## src/rtl/stk_pkg.sv

```systemverilog
package stk_pkg;
  typedef enum logic [1:0] {
    MC_FETCH = 2'd0,
    MC_READ  = 2'd1,
    MC_WRITE = 2'd2
  } mc_kind_e;

  typedef enum logic [2:0] {
    TS_IDLE = 3'd0,
    TS_T1   = 3'd1,
    TS_T2   = 3'd2,
    TS_TW   = 3'd3,
    TS_T3   = 3'd4
  } tstate_e;
endpackage

```

## src/rtl/stk_sptr.sv

```systemverilog
module stk_sptr #(
  parameter int AW = 16,
  parameter logic [AW-1:0] SP_INIT = '0
) (
  input  logic          clk,
  input  logic          rst,
  input  logic          inc_i,
  input  logic          dec_i,
  output logic [AW-1:0] sp_o,
  output logic [AW-1:0] sp_dn_o
);
  localparam logic [AW-1:0] ONE = AW'(1);

  logic [AW-1:0] sp_q;

  always_ff @(posedge clk) begin
    if (rst) begin
      sp_q <= SP_INIT;
    end else if (inc_i && !dec_i) begin
      sp_q <= sp_q + ONE;
    end else if (dec_i && !inc_i) begin
      sp_q <= sp_q - ONE;
    end
  end

  assign sp_o    = sp_q;
  assign sp_dn_o = sp_q - ONE;
endmodule

```

## src/rtl/stk_mcyc.sv

```systemverilog
module stk_mcyc
  import stk_pkg::*;
#(
  parameter int AW = 16,
  parameter int DW = 8
) (
  input  logic          clk,
  input  logic          rst,
  input  logic          go_i,
  input  mc_kind_e      kind_i,
  input  logic [AW-1:0] addr_i,
  input  logic [DW-1:0] wbyte_i,
  output logic          done_o,
  output logic [DW-1:0] rbyte_o,
  output logic [AW-1:0] mem_addr_o,
  output logic [DW-1:0] mem_wdata_o,
  input  logic [DW-1:0] mem_rdata_i,
  output logic          mem_req_o,
  output logic          mem_rd_o,
  output logic          mem_wr_o,
  output logic          fetch_o,
  input  logic          wait_i
);
  tstate_e       ts_q;
  mc_kind_e      kind_q;
  logic [AW-1:0] addr_q;
  logic [DW-1:0] wd_q;
  logic [DW-1:0] rb_q;
  logic          done_q, req_q, rd_q, wr_q, fetch_q;

  always_ff @(posedge clk) begin
    if (rst) begin
      ts_q    <= TS_IDLE;
      kind_q  <= MC_FETCH;
      addr_q  <= '0;
      wd_q    <= '0;
      rb_q    <= '0;
      done_q  <= 1'b0;
      req_q   <= 1'b0;
      rd_q    <= 1'b0;
      wr_q    <= 1'b0;
      fetch_q <= 1'b0;
    end else begin
      done_q <= 1'b0;
      case (ts_q)
        TS_IDLE: begin
          if (go_i) begin
            ts_q    <= TS_T1;
            kind_q  <= kind_i;
            addr_q  <= addr_i;
            wd_q    <= wbyte_i;
            fetch_q <= (kind_i == MC_FETCH);
          end
        end
        TS_T1: begin
          ts_q  <= TS_T2;
          req_q <= 1'b1;
          rd_q  <= (kind_q != MC_WRITE);
          wr_q  <= (kind_q == MC_WRITE);
        end
        TS_T2, TS_TW: begin
          ts_q <= wait_i ? TS_TW : TS_T3;
        end
        TS_T3: begin
          ts_q    <= TS_IDLE;
          req_q   <= 1'b0;
          rd_q    <= 1'b0;
          wr_q    <= 1'b0;
          fetch_q <= 1'b0;
          rb_q    <= mem_rdata_i;
          done_q  <= 1'b1;
        end
        default: ts_q <= TS_IDLE;
      endcase
    end
  end

  assign done_o      = done_q;
  assign rbyte_o     = rb_q;
  assign mem_addr_o  = addr_q;
  assign mem_wdata_o = wd_q;
  assign mem_req_o   = req_q;
  assign mem_rd_o    = rd_q;
  assign mem_wr_o    = wr_q;
  assign fetch_o     = fetch_q;
endmodule

```

## src/rtl/stk_ctl.sv

```systemverilog
module stk_ctl
  import stk_pkg::*;
#(
  parameter int AW = 16,
  parameter int DW = 8,
  parameter int NFETCH = 2
) (
  input  logic            clk,
  input  logic            rst,
  input  logic            start_i,
  input  logic            push_i,
  input  logic [2*DW-1:0] wdata_i,
  input  logic [AW-1:0]   sp_i,
  input  logic [AW-1:0]   sp_dn_i,
  output logic            sp_inc_o,
  output logic            sp_dec_o,
  output logic            go_o,
  output mc_kind_e        kind_o,
  output logic [AW-1:0]   addr_o,
  output logic [DW-1:0]   wbyte_o,
  input  logic            done_i,
  input  logic [DW-1:0]   rbyte_i,
  output logic            busy_o,
  output logic [2*DW-1:0] pop_data_o,
  output logic            pop_vld_o
);
  localparam int NMC = NFETCH + 2;
  localparam int IW  = $clog2(NMC);
  localparam logic [IW-1:0] DATA0 = IW'(NFETCH);
  localparam logic [IW-1:0] LAST  = IW'(NMC - 1);

  logic [IW-1:0]   mc_q;
  logic            busy_q, push_q, go_q, vld_q;
  logic [2*DW-1:0] hold_q, pop_q;
  logic [DW-1:0]   lo_q, wb_q;
  logic [AW-1:0]   addr_q;
  mc_kind_e        kind_q;

  logic            first, adv, fin, issue, nx_push, nx_data;
  logic [IW-1:0]   nx_idx;
  logic [2*DW-1:0] nx_hold;
  logic [AW-1:0]   nx_addr;
  mc_kind_e        nx_kind;
  logic [DW-1:0]   nx_wb;

  always_comb begin
    first   = start_i && !busy_q;
    adv     = busy_q && done_i && (mc_q != LAST);
    fin     = busy_q && done_i && (mc_q == LAST);
    issue   = first || adv;
    nx_idx  = first ? '0 : mc_q + IW'(1);
    nx_push = first ? push_i : push_q;
    nx_hold = first ? wdata_i : hold_q;
    nx_data = (nx_idx >= DATA0);
    if (!nx_data) begin
      nx_kind = MC_FETCH;
      nx_addr = '0;
    end else if (nx_push) begin
      nx_kind = MC_WRITE;
      nx_addr = sp_dn_i;
    end else begin
      nx_kind = MC_READ;
      nx_addr = sp_i;
    end
    nx_wb = (nx_idx == DATA0) ? nx_hold[2*DW-1:DW] : nx_hold[DW-1:0];
  end

  assign sp_inc_o = issue && nx_data && !nx_push;
  assign sp_dec_o = issue && nx_data && nx_push;

  always_ff @(posedge clk) begin
    if (rst) begin
      mc_q   <= '0;
      busy_q <= 1'b0;
      push_q <= 1'b0;
      go_q   <= 1'b0;
      vld_q  <= 1'b0;
      hold_q <= '0;
      pop_q  <= '0;
      lo_q   <= '0;
      wb_q   <= '0;
      addr_q <= '0;
      kind_q <= MC_FETCH;
    end else begin
      go_q  <= issue;
      vld_q <= 1'b0;
      if (issue) begin
        mc_q   <= nx_idx;
        kind_q <= nx_kind;
        addr_q <= nx_addr;
        wb_q   <= nx_wb;
      end
      if (first) begin
        busy_q <= 1'b1;
        push_q <= push_i;
        hold_q <= wdata_i;
      end
      if (adv && (mc_q == DATA0) && !push_q) begin
        lo_q <= rbyte_i;
      end
      if (fin) begin
        busy_q <= 1'b0;
        if (!push_q) begin
          pop_q <= {rbyte_i, lo_q};
          vld_q <= 1'b1;
        end
      end
    end
  end

  assign go_o       = go_q;
  assign kind_o     = kind_q;
  assign addr_o     = addr_q;
  assign wbyte_o    = wb_q;
  assign busy_o     = busy_q;
  assign pop_data_o = pop_q;
  assign pop_vld_o  = vld_q;
endmodule

```

## src/rtl/stk_seq.sv

```systemverilog
module stk_seq
  import stk_pkg::*;
#(
  parameter int AW = 16,
  parameter int DW = 8,
  parameter int NFETCH = 2,
  parameter logic [AW-1:0] SP_INIT = '0
) (
  input  logic            clk,
  input  logic            rst,
  input  logic            start_i,
  input  logic            push_i,
  input  logic [2*DW-1:0] wdata_i,
  output logic            busy_o,
  output logic [2*DW-1:0] pop_data_o,
  output logic            pop_vld_o,
  output logic [AW-1:0]   sp_o,
  output logic [AW-1:0]   mem_addr_o,
  output logic [DW-1:0]   mem_wdata_o,
  input  logic [DW-1:0]   mem_rdata_i,
  output logic            mem_req_o,
  output logic            mem_rd_o,
  output logic            mem_wr_o,
  output logic            fetch_o,
  input  logic            wait_i
);
  logic [AW-1:0] sp_w, sp_dn_w, addr_w;
  logic          inc_w, dec_w, go_w, done_w;
  mc_kind_e      kind_w;
  logic [DW-1:0] wb_w, rb_w;

  stk_sptr #(.AW(AW), .SP_INIT(SP_INIT)) u_sp (
    .clk(clk), .rst(rst), .inc_i(inc_w), .dec_i(dec_w),
    .sp_o(sp_w), .sp_dn_o(sp_dn_w)
  );

  stk_ctl #(.AW(AW), .DW(DW), .NFETCH(NFETCH)) u_ctl (
    .clk(clk), .rst(rst), .start_i(start_i), .push_i(push_i), .wdata_i(wdata_i),
    .sp_i(sp_w), .sp_dn_i(sp_dn_w), .sp_inc_o(inc_w), .sp_dec_o(dec_w),
    .go_o(go_w), .kind_o(kind_w), .addr_o(addr_w), .wbyte_o(wb_w),
    .done_i(done_w), .rbyte_i(rb_w), .busy_o(busy_o),
    .pop_data_o(pop_data_o), .pop_vld_o(pop_vld_o)
  );

  stk_mcyc #(.AW(AW), .DW(DW)) u_mc (
    .clk(clk), .rst(rst), .go_i(go_w), .kind_i(kind_w), .addr_i(addr_w),
    .wbyte_i(wb_w), .done_o(done_w), .rbyte_o(rb_w),
    .mem_addr_o(mem_addr_o), .mem_wdata_o(mem_wdata_o), .mem_rdata_i(mem_rdata_i),
    .mem_req_o(mem_req_o), .mem_rd_o(mem_rd_o), .mem_wr_o(mem_wr_o),
    .fetch_o(fetch_o), .wait_i(wait_i)
  );

  assign sp_o = sp_w;
endmodule

```

## config.mk

```make
export PLATFORM = sky130hd
export DESIGN_NAME = stk_seq
export DESIGN_NICKNAME = d
export VERILOG_FILES = /design/src/rtl/stk_pkg.sv /design/src/rtl/stk_sptr.sv /design/src/rtl/stk_mcyc.sv /design/src/rtl/stk_ctl.sv /design/src/rtl/stk_seq.sv
export SDC_FILE = /design/constraint.sdc
export NUM_CORES = 1
export LEC_CHECK = 0
export ABC_CLOCK_PERIOD_IN_PS = 2550
export BUFFER_PORTS_ARGS = -buffer_cell sky130_fd_sc_hd__buf_2
export CAP_MARGIN = 30
export CORE_MARGIN = 4
export CORE_UTILIZATION = 25
export DETAILED_ROUTE_END_ITERATION = 8
export PLACE_DENSITY_LB_ADDON = 0.08
export SLEW_MARGIN = 40
export SYNTH_ARGS = -nofsm -noshare
export SYNTH_HDL_FRONTEND = slang
export SYNTH_SLANG_ARGS = --single-unit
```

## constraint.sdc

```tcl
create_clock -name clk -period 2.55 [get_ports clk]
set_input_delay 0.1275 -clock clk [delete_from_list [all_inputs] [get_ports clk]]
set_output_delay 0.1275 -clock clk [all_outputs]
set_load 0.01 [all_outputs]
```

==> impl_results.md, run 1 <==
- Area of the die: 23700 um2
- CTS buffer count: 17
- Setup_tns: 0 ps
- I/O pin count: between 90 and 100
- Max-cap violations: 0
- H-tree Lvls: 4
- Clock Latency Late Sink: ~420 ps
- Mapped Cells: between 600 and 700
- Row cnt: 53
- Power Density: between 600 and 700 nW/um2
- Clock Skew: 9.86 ps
- Post-synth EDFFs: 0
- Final WS setup: a little under 300 ps
- Synth Flop Type: dfxtp_1
- DRC violation count after routing: 0
- Most frequent cells in the layout: nand2_1, dfxtp_1, buf_2
- RePlAce Congestion: between 0.7 and 0.8
- Average cell area after synthesis: approximately 8.4 um2
- Initial drt markers: ~220
- Vias in the first global route: about 4500
- Synth async-reset ratio: 0
- Setup Viol. Count Final: 0
- CP Class: reg -> reg
- Die height: roughly 150 um
- Num Clock Sinks: 130
- Normalized max-slew margin: 0.437
- Seq/Total Area, Yosys: 0.489
- Filler Cell Count: about 2300
- Worst EP required: ~2800 ps
- Crit end category: flop
- Period utilization: 0.887
- Post-Syn Nets: around 670
- CTS tree: built
- Worst VDD drop: 0.000442 V
- WL per Instance: ~15 um
- Vias per inst: about 4.6
- 1st-pass router iterations: 4
- Startpoint Class: flop
- Via count: roughly 4700
- Cell leakage power: 0.00280 uW
- Share of layout cells above drive strength 1: 0.212
- NumNets Final: 781
- Crit path DAT: between 2000 and 3000 ps
- Setup WS pre-CTS: 301 ps
- First-pass GRT wire length: around 24 mm
- Yosys warning count: 0
- Tmin final: about 2300 ps
- Hold Vio Cnt, Final: 0
- Worst Hold Class: in -> reg
- Clock slew seen by the registers of the worst setup and hold paths: ~60 ps
- Largest net degree at the start of global routing: 48
- Total gr overflow: 0
- Max-slew violations: 0
- Die span in x: around 150 um
- Core box area: 21000 um2
- Antenna diode count: 0
- Initial antenna violation count: 0
- Clock root buffer: clkbuf_16
- Crit path max fanout: 5
- Remaining antenna violation count: 0
- Bufs on Longest Clock Path: 2
- Final WL: 15.4 mm
- Leading cell type in the layout, fill and taps excluded: nand2_1
- Outcome: complete, no violations
- Final core utilization: 0.332
- Post-Syn Area: between 5000 and 6000 um2
- Total GRT Usage: 0.129
- Initial core utilization: 0.254
- Pin slew with the least headroom to its limit: around 840 ps
- Register bit total from synthesis: 130
- Port buffer count: 90
- Area growth syn-to-layout: 30.9%
- RSZ-0062 raised after global routing: false
- Hpwl dp: between 10 and 15 mm
- Fmax: between 400 and 500 MHz
- Yosys cell types: 52
==> what timing repair did <==
action	in CTS	in global routing
hold buffers	25	0
buffers inserted	0	0
endpoints found under the hold margin	25	0
resized for setup	0	0
==> worst max-delay path: stages, from the launching register on <==
cell	delay, ps
dfxtp_1	350
inv_1	80
ha_1	330
nand4bb_1	200
or4b_1	640
o32ai_1	320
xnor2_1	150
nor2_1	50
==> path summary, 6_finish.rpt <==
kind / cells past startpoint / slack (ps) / startpoint / to
max: 7 / 290 / u_ctl.mc_q[0] / u_sp.sp_o[13]
min: 4 / 90 / start_i / u_ctl.mc_q[0]
max reg2reg: 7 / 290 / u_ctl.mc_q[0] / u_sp.sp_o[13]
min reg2reg: 2 / 450 / u_mc.mem_addr_o[6] / u_mc.mem_addr_o[6]
==> power breakdown <==
part | total, uW | internal, uW | switching [uW]
clock | 2360 | 1380 | 984
sequential | 2090 | 2060 | 23.7
combinational | 288 | 114 | 175
total | 4740 | 3560 | 1180
==> area by class of cell <==
class                      instances  area [um2]  share of cell area
tap                              275         344              0.0494
inverter                           7        26.3             0.00377
clock inverter                    13         125              0.0180
sequential                       130        2600               0.374
multi-input combinational        451        2520               0.362
clock buffer                      19         443              0.0636
timing repair buffer             141         898               0.129
==> cell usage after synthesis, types with 5 or more instances <==
master,instances,area share
a21oi_1,83,0.078
a22o_1,20,0.033
clkbuf_1,36,0.025
dfxtp_1,130,0.49
inv_1,7,0.0049
mux2i_1,17,0.032
nand2_1,153,0.11
nand2b_1,5,0.0059
nand3_1,9,0.0085
nand4_1,8,0.0094
nor2_1,48,0.034
nor2b_1,7,0.0082
nor3_1,9,0.0085
o21ai_0,11,0.010
xnor2_1,15,0.025
xor2_1,10,0.016
==> cells by family after synthesis <==
| logic type | synth area share |
|---|---|
| buffers and inverters | 0.0383 |
| xor gates and xnor gates | 0.0412 |
| and+or+nand+nor | 0.227 |
| adders and majority gates | 0.00941 |
| AOI/OAI and AO/OA | 0.152 |
| DFF | 0.489 |
| muxes | 0.0430 |
==> per-layer routing <==
| metal | vias up | part of all wire | global-route usage | wire length (um) |
|---|---|---|---|---|
| li1 | 2396 | - | - | - |
| met2 | 100 | 0.45 | 0.196 | 6880 |
| met1 | 2211 | 0.49 | 0.177 | 7570 |
| met3 | 15 | 0.049 | 0.0400 | 751 |
| met4 | 0 | 0.012 | 0.0391 | 192 |
| met5 | - | 0 | 0 | 0 |
==> through the flow <==
stage          area (um2)  hold WS, ps  power [uW]  instances
6_report             6960         88.6        4740       1036
4_1_cts              6960         74.7        4810       1035
2_1_floorplan        5320          207        2290        632
5_1_grt              6960          111        4930       1036
3_5_place_dp         6140          318        2400        978
3_3_place_gp         6130          312        2390        978
==> sequential cells by signal, indices dropped and copies added (netlist names), 2 cells and up <==
signal / cells
u_ctl.addr_o: 16
u_ctl.hold_q: 16
u_ctl.pop_data_o: 16
u_mc.mem_addr_o: 16
u_sp.sp_o: 16
u_ctl.lo_q: 8
u_ctl.wbyte_o: 8
u_mc.mem_wdata_o: 8
u_mc.rbyte_o: 8
u_mc.ts_q: 3
u_ctl.kind_o: 2
u_ctl.mc_q: 2
u_mc.kind_q: 2
No activity file was read; power rests on OpenSTA's default activity.
==> inputs of run 2 (changes only) <==
ABC_CLOCK_PERIOD_IN_PS = 2600   (was 2550)
CAP_MARGIN = 10   (was 30)
CORE_UTILIZATION = 50   (was 25)
clock period = 2.6 ns   (was 2.55 ns; I/O delays follow)
==> impl_results.md, run 2 (same netlist as run 1, synthesis figures left out) <==
- Clock root buffer: clkbuf_8
- R2R depth: 7 (unchanged)
- Clock Skew: 6.74 ps (-3.12 ps)
- Final core utilization: 0.650 (+0.318)
- WL per Instance: 14.8 um (-0.71%)
- H-tree Lvls: 4 (unchanged)
- FF-to-FF setup slack: 280 ps (about the same)
- Clock slew seen by the registers of the worst setup and hold paths: 60 ps (about the same)
- Grt peak-use layer: met2
- Die span in x: 111 um (-28%)
- First-pass GRT wire length: 22.1 mm (-9.8%)
- Max-cap violations: 0 (unchanged)
- Final design area excluding fillers: 6710 um2 (-3.6%)
- Hold Startpoint: rst
- CTS buffer count: 17 (unchanged)
- Total GRT Usage: 0.217 (+0.0878)
- Via count: 4708 (-0.30%)
- Crit-path cells: inv_1 -> ha_1 -> nand4bb_1 -> or4b_1 -> o32ai_1 -> xnor2_1 -> nor2_1
- Bufs on Longest Clock Path: 2 (unchanged)
- Crit path max fanout: 5 (unchanged)
- Hold Vio Cnt, Final: 0 (unchanged)
- Startpoint Class: flop
- Final WL: 13.1 mm (-15%)
- Vias per inst: 5.30 (+16%)
- Crit path DAT: 2700 ps (+150 ps)
- RR Endpoint: u_sp.sp_o[13]
- Core box area: 10300 um2 (-51%)
- Total gr overflow: 0 (unchanged)
- Period utilization: 0.892 (+0.00579)
- Remaining antenna violation count: 0 (unchanged)
- Share of layout cells above drive strength 1: 0.195 (-0.0161)
- Max-slew violations: 0 (unchanged)
- Num Clock Sinks: 130 (unchanged)
- Initial drt markers: 347 (+56%)
- Vias in the first global route: 4579 (+0.70%)
- 1st-pass router iterations: 5 (+1)
- Worst EP required: 2980 ps (+150 ps)
- Setup Viol. Count Final: 0 (unchanged)
- Leading cell type in the layout, fill and taps excluded: nand2_1
- Fmax: 431 MHz (-2.6%)
- Worst path max stage delay: 650 ps (about the same)
- Die height: 111 um (-28%)
- Crit Reg-Reg Startpoint: u_ctl.mc_q[0]
- DP Area: 5890 um2 (-4.0%)
- Largest net degree at the start of global routing: 87 (+81%)
- GRT met2 Usage: 0.346 (+0.151)
- RePlAce Congestion: 0.848 (+11%)
- Worst Hold Class: in -> reg
- Worst Hold End: u_mc.mem_rd_o
- Port buffer count: 90 (unchanged)
- Area growth syn-to-layout: 26.1%
- DRC violation count after routing: 0 (unchanged)
- Outcome: complete, no violations
- Tmin final: 2320 ps (+59.4 ps)
- Met1 usage: 0.273 (+0.0963)
- Initial antenna violation count: 1 (+1)
- CP max-delay cell: or4b_1
- Row cnt: 37 (-30%)
- Worst VDD drop: 0.000463 V (+4.8%)
- CTS tree: built
- CP Class: reg -> reg
- Antenna diode count: 0 (unchanged)
- Area of the die: 12400 um2 (-48%)
- Power Density: 671 nW/um2 (-1.5%)
- Pin slew with the least headroom to its limit: 764 ps (-77.1 ps)
- Worst hold stages: 2 (-2)
- RSZ-0062 raised after global routing: false
- Met3 GRT Util: 0.0775 (+0.0375)
- Crit end category: flop
- I/O pin count: 91 (unchanged)
- Normalized max-slew margin: 0.488 (+0.0508)
- NumNets Final: 773 (-1.0%)
- Hpwl dp: 8.79 mm (-18%)
- Initial core utilization: 0.515 (+0.261)
- Cell leakage power: 0.00277 uW (-1.0%)
- Post-CTS Setup Bufs: 0 (unchanged)
- Setup_tns: 0 ps (unchanged)
- Most frequent cells in the layout: nand2_1, dfxtp_1, buf_2
- Clock Latency Late Sink: 520 ps (+100 ps)
run 2: stage by stage:
step                      total power, uW  hold slack, ps  instances  worst slack [ps]
after floorplan                      2250             209        632               403
after global placement               2330             313        831               390
after detailed placement             2330             325        831               314
after CTS                            4550            81.3        888               294
after global routing                 4680            85.4        888               155
final                                4500            79.9        888               280
run 2: final cells by class:
type	count	area [um2]
clock inverter	5	50.0
multi-input combinational	451	2520
fill	883	3610
clock buffer	26	498
timing repair buffer	133	845
tap	136	170
sequential	130	2600
inverter	7	26.3
run 2: repair_timing:
item / 4_1_cts / 5_1_grt
resized for setup: 0 / 0
hold buffers: 26 / 0
endpoints found under the hold margin: 30 / 0
run 2: worst max path at each step:
stage	from	slack [ps]	cells past startpoint	end
3_3_place_gp	u_ctl.mc_q[0]	390	7	u_sp.sp_o[10]
6_report	u_ctl.mc_q[0]	280	7	u_sp.sp_o[13]
3_5_place_dp	u_ctl.mc_q[0]	310	7	u_sp.sp_o[10]
2_1_floorplan	u_ctl.mc_q[0]	400	7	u_sp.sp_o[13]
4_1_cts	u_ctl.mc_q[0]	290	7	u_sp.sp_o[13]
5_1_grt	u_ctl.mc_q[0]	160	7	u_sp.sp_o[13]
run 2: critical path: cells and delay by family (launching register included):
family	cells	cell delay, ps
buffers and inverters	1	90
flip-flops	1	360
XOR/XNOR	1	160
adder cells (fa/ha/maj)	1	330
AO/OA/AOI/OAI	1	320
AND/OR/NAND/NOR	3	920
run 2: layer usage:
layer	vias to the layer above	wire [um]
met2	141	6050
li1	2370	-
met5	-	13
met3	23	780
met4	2	249
met1	2172	6010
run 2: where the power goes:
part / switching [uW] / internal, uW / total (uW)
logic: 160 / 110 / 270
clock network: 795 / 1380 / 2180
registers: 27.2 / 2030 / 2050
total: 981 / 3520 / 4500
